`src/rtl/ser_pkg.sv`:
```
package ser_pkg;

    // Row control: write loads the parallel bits, shift moves one stage.
    typedef enum logic {
        ROW_WRITE = 1'b0,
        ROW_SHIFT = 1'b1
    } row_mode_e;

endpackage

```
`src/rtl/ser_row.sv`:
```
module ser_row
    import ser_pkg::*;
#(
    parameter int ROW_W = 5
) (
    input  logic             clk_i,
    input  logic             rst_ni,
    input  row_mode_e        mode_i,
    input  logic [ROW_W-1:0] par_i,
    output logic             bit_o
);

    typedef struct packed {
        logic [ROW_W-1:0] data;
    } row_state_t;

    row_state_t state_d, state_q;

    always_comb begin
        state_d = state_q;
        if (mode_i == ROW_WRITE) begin
            state_d.data = par_i;
        end else begin
            state_d.data = {1'b0, state_q.data[ROW_W-1:1]};
        end
    end

    always_ff @(posedge clk_i or negedge rst_ni) begin
        if (!rst_ni) begin
            state_q <= '0;
        end else begin
            state_q <= state_d;
        end
    end

    assign bit_o = state_q.data[0];

    AST_ROW_LOAD_FIRST: assert property (@(posedge clk_i) disable iff (!rst_ni)
        (mode_i == ROW_WRITE) |=> (bit_o == $past(par_i[0])));

    AST_ROW_SHIFT_NEXT: assert property (@(posedge clk_i) disable iff (!rst_ni)
        (mode_i == ROW_SHIFT) |=> (bit_o == $past(state_q.data[1])));

endmodule

```
`src/rtl/ser_load_ctl.sv`:
```
module ser_load_ctl
    import ser_pkg::*;
#(
    parameter int ROW_W = 5
) (
    input  logic      clk_i,
    input  logic      rst_ni,
    input  logic      load_stb_i,
    output row_mode_e rise_mode_o,
    output row_mode_e fall_mode_o,
    output logic      idle_o
);

    localparam int SLOT_W = $clog2(ROW_W + 1);
    localparam logic [SLOT_W-1:0] SLOT_IDLE = SLOT_W'(ROW_W);

    typedef struct packed {
        logic [SLOT_W-1:0] slot;
        logic              fall_wr;
    } ctl_state_t;

    ctl_state_t state_d, state_q;

    always_comb begin
        state_d         = state_q;
        state_d.fall_wr = load_stb_i;
        if (load_stb_i) begin
            state_d.slot = '0;
        end else if (state_q.slot != SLOT_IDLE) begin
            state_d.slot = state_q.slot + 1'b1;
        end
    end

    always_ff @(posedge clk_i or negedge rst_ni) begin
        if (!rst_ni) begin
            state_q.slot    <= SLOT_IDLE;
            state_q.fall_wr <= 1'b0;
        end else begin
            state_q <= state_d;
        end
    end

    assign rise_mode_o = load_stb_i ? ROW_WRITE : ROW_SHIFT;
    assign fall_mode_o = state_q.fall_wr ? ROW_WRITE : ROW_SHIFT;
    assign idle_o      = (state_q.slot == SLOT_IDLE);

    AST_SLOT_RESTART: assert property (@(posedge clk_i) disable iff (!rst_ni)
        load_stb_i |=> (fall_mode_o == ROW_WRITE && !idle_o));

endmodule

```
`src/rtl/ddr_serializer.sv`:
```
module ddr_serializer
    import ser_pkg::*;
#(
    parameter int WORD_W = 10
) (
    input  logic              clk_i,
    input  logic              rst_ni,
    input  logic              load_stb_i,
    input  logic [WORD_W-1:0] word_i,
    output logic              ser_o
);

    localparam int ROW_W = WORD_W / 2;

    logic [ROW_W-1:0] even_bits;
    logic [ROW_W-1:0] odd_bits;
    row_mode_e        rise_mode;
    row_mode_e        fall_mode;
    logic             idle;
    logic             rise_bit;
    logic             fall_bit;
    logic             clk_n;
    logic             mux_sel;

    for (genvar g = 0; g < ROW_W; g++) begin : g_split
        assign even_bits[g] = word_i[2*g];
        assign odd_bits[g]  = word_i[2*g+1];
    end

    assign clk_n = ~clk_i;

    ser_load_ctl #(.ROW_W(ROW_W)) u_ctl (
        .clk_i       (clk_i),
        .rst_ni      (rst_ni),
        .load_stb_i  (load_stb_i),
        .rise_mode_o (rise_mode),
        .fall_mode_o (fall_mode),
        .idle_o      (idle)
    );

    ser_row #(.ROW_W(ROW_W)) u_row_rise (
        .clk_i  (clk_i),
        .rst_ni (rst_ni),
        .mode_i (rise_mode),
        .par_i  (even_bits),
        .bit_o  (rise_bit)
    );

    ser_row #(.ROW_W(ROW_W)) u_row_fall (
        .clk_i  (clk_n),
        .rst_ni (rst_ni),
        .mode_i (fall_mode),
        .par_i  (odd_bits),
        .bit_o  (fall_bit)
    );

    // Select 0 passes the rising-edge row (clock high), 1 the falling-edge row.
    assign mux_sel = ~clk_i;
    assign ser_o   = mux_sel ? fall_bit : rise_bit;

    AST_IDLE_ZERO: assert property (@(posedge clk_i) disable iff (!rst_ni)
        idle |-> (rise_bit == 1'b0 && fall_bit == 1'b0));

    always @(posedge clk_i) begin
        if (!rst_ni) begin
            AST_RST_QUIET: assert (ser_o == 1'b0);
        end
    end

endmodule

```
`config.mk`:
```
export PLATFORM = sky130hd
export DESIGN_NAME = ddr_serializer
export DESIGN_NICKNAME = d
export VERILOG_FILES = /design/src/rtl/ser_pkg.sv /design/src/rtl/ser_row.sv /design/src/rtl/ser_load_ctl.sv /design/src/rtl/ddr_serializer.sv
export SDC_FILE = /design/constraint.sdc
export NUM_CORES = 1
export LEC_CHECK = 0
export ABC_AREA = 1
export BUFFER_PORTS_ARGS = -buffer_cell sky130_fd_sc_hd__buf_2
export CORE_UTILIZATION = 25
export DETAILED_ROUTE_END_ITERATION = 8
export GPL_TIMING_DRIVEN = 0
export SLEW_MARGIN = 25
export SYNTH_ARGS = -nofsm -noshare
export SYNTH_HDL_FRONTEND = slang
export SYNTH_SLANG_ARGS = --single-unit
```
`constraint.sdc`:
```
create_clock -name clk_i -period 1.55 [get_ports clk_i]
set_input_delay 0.0775 -clock clk_i [delete_from_list [all_inputs] [get_ports clk_i]]
set_output_delay 0.0775 -clock clk_i [all_outputs]
set_load 0.005 [all_outputs]
```
==> results.md <==
- Outcome: finished with violations
- Failing checks: negative setup slack
- DR vias/cell: around 4.1
- Yosys top cell area share: between 30% and 40%
- R2R cell count: 3
- Kind of critical path: reg -> out
- Max incr delay on CP: between 0.3 and 0.4 ns
- Most common cell after layout, fill and taps aside: nand2_1
- Hold slack: 0.0901 ns
- Fin. Hold Viols: 0
- Most frequent cells in the layout: nand2_1 (29), buf_2 (13), dlygate4sd3_1 (9), clkbuf_4 (6)
- First-pass GRT wire length: ~1200 um
- Total iterations of the first detailed-routing run: 4
- Crit-path max FO: 1
- PwrDens: 1150 nW/um2
- Hold Path Class: in -> async
- Vias in the first global route: 349
- Area leader, netlist: dfrtp_1
- Layout cells sized above 1: a little under 30%
- Worst Path Arrival: ~1.7 ns
- Crit-path leading delay family: flip-flops
- Most frequent CP cell: nand2_1
- Largest net degree at the start of global routing: 12
- Top Usage Layer GRT: met2
- I/O pins: 14
- Final antenna-violating net count: 0
- Worst vdd ir: about 540 uV
- Setup TNS: -0.263 ns
- Die width: about 42 um
- Sequential area share after synthesis: between 60% and 70%
- Skew final: ~0.017 ns
- Via count: roughly 370
- Yosys warnings: 0
- Pre-CTS WS: -0.00921 ns
- Final Max Slew Viols: 0
- Starting Density: a little over a quarter
- M2 GR Usage: about 15%
- Unique masters post-synth: 5
- Crit path launch type: register
- Area growth syn-to-layout: 55.9%
- Worst slew pin tran: between 0.2 and 0.25 ns
- RD Place Congestion: ~0.73
- Clock Latency Late Sink: around 0.39 ns
- Die area: roughly 1800 um2
- Placeable Area: around 1500 um2
- Buffers on Ports: 13
- Setup violations, final: 2
- Syn Nets: between 50 and 60
- Final Net Count: 88
- Clock slew at reported path FFs: approximately 0.07 ns
- TritonCTS clock tree: done
- Setup Fix Bufs, Post-CTS: 0
- Setup ws final: -0.263 ns
- Relative slew margins: 84.3%
- Element type at the critical path end: primary output
- Die height: 42.1 um
- Placement row count: 14
- Reg-to-Reg Start: u_ctl.state_q[0]
- Reg-to-reg endpoint: u_row_fall.state_q[1]
- Global route total overflow: 0
- Number of synthesized register bits: 11
- Internal reg-to-reg setup slack: 0.06 ns
- Crit path cell chain: nand2_1 -> nand2_1 -> buf_2
- M3 GR Usage: a little under a tenth
- Starting DRT DRC Count: 10
- Met1 Use GR: 8.61%
- GRT Overall Usage: 10.3%
- Post-DR wirelength/cell: slightly above 8 um
- LEAKAGE: 0.362 nW
- Syn Std Cell Area: 403 um2
- DRC Markers: 0
- Initial antenna violation count: 0
- Slowest-stage cell, CP: dfrtn_1
- N_diodes: 0
- Crit path buf inv count: 1
- Cell count after synthesis: between 40 and 50
- Post-Syn Area per Cell: a little under 9 um2
- Routed WL: 730 um
- Unrepaired setup endpoints after global routing: yes
- Largest cells by area after synthesis: dfrtp_1 (37%), dfrtn_1 (31%), nand2_1 (27%), inv_1 (2.8%), inv_2 (1.9%)
- Required @ worst endpoint: 1.47 ns
- Number of max-cap violations: 0
- Worst path depth: 3
## registers in the layout, summed over array words and instances (netlist names)
signal and count:
u_ctl.state_q 1, u_row_rise.state_q 5, u_row_fall.state_q 5
## power breakdown
group	leakage (nW)	internal, mW	switching, mW
Sequential	0.135	0.309	0.00742
Combinational	0.180	0.0344	0.0260
Clock	0.0475	0.202	0.144
## worst max-delay path by stage
stage | to | from | slack, ns
2_1_floorplan | u_row_fall.state_q[0] | u_ctl.state_q[0] | 0.08
3_3_place_gp | u_row_fall.state_q[1] | u_ctl.state_q[0] | -0.002
3_5_place_dp | u_row_fall.state_q[1] | u_ctl.state_q[0] | -0.009
4_1_cts | ser_o | u_row_fall.state_q[0] | -0.29
5_1_grt | ser_o | u_row_fall.state_q[0] | -0.32
6_report | ser_o | u_row_fall.state_q[0] | -0.26
## worst reg2reg max path, delay by kind of cell, from the launching register on
kind	cells	cell delay, ns
simple gates	2	0.10
flops	1	0.42
buf+inv	1	0.06
## final cells by class
type	count	area, um2
fill	163	878
sequential	11	277
timing repair buffer	21	150
multi-input combinational	29	109
clock buffer	7	50.0
tap	16	20.0
inverter	4	15.0
clock inverter	2	7.51
## repair_timing
item,in CTS,in global routing
gates resized for setup,1,0
hold endpoints to repair,12,0
setup endpoints to repair,3,2
hold buffers,9,0
pin swaps,1,0
## cells in the mapped netlist
| library cell | instances |
|---|---|
| nand2_1 | 29 |
| dfrtp_1 | 6 |
| dfrtn_1 | 5 |
| inv_1 | 3 |
| inv_2 | 2 |
## stage by stage
step           total power [mW]  utilization [%]  area (um2)  cells
2_1_floorplan             0.370                -         403     45
3_3_place_gp              0.410             32.4         488     74
3_5_place_dp              0.412             32.4         488     74
4_1_cts                   0.746             41.7         628     90
5_1_grt                   0.772             41.7         628     90
6_report                  0.723             41.7         628     90
## kinds of logic (layout without fill, tap and decap cells)
family	Yosys count	count (layout)	share of synthesized area [%]
flops	11	11	68.3
simple gates	29	29	27.0
buf+inv	5	34	4.66
## routing by layer
metal,share of wire (%),up-vias,wire length [um]
li1,-,189,-
met1,43,165,314
met2,45,14,332
met3,9.3,3,68
met4,2.1,0,15
met5,0,-,0
(Power assumes the default switching activity.)
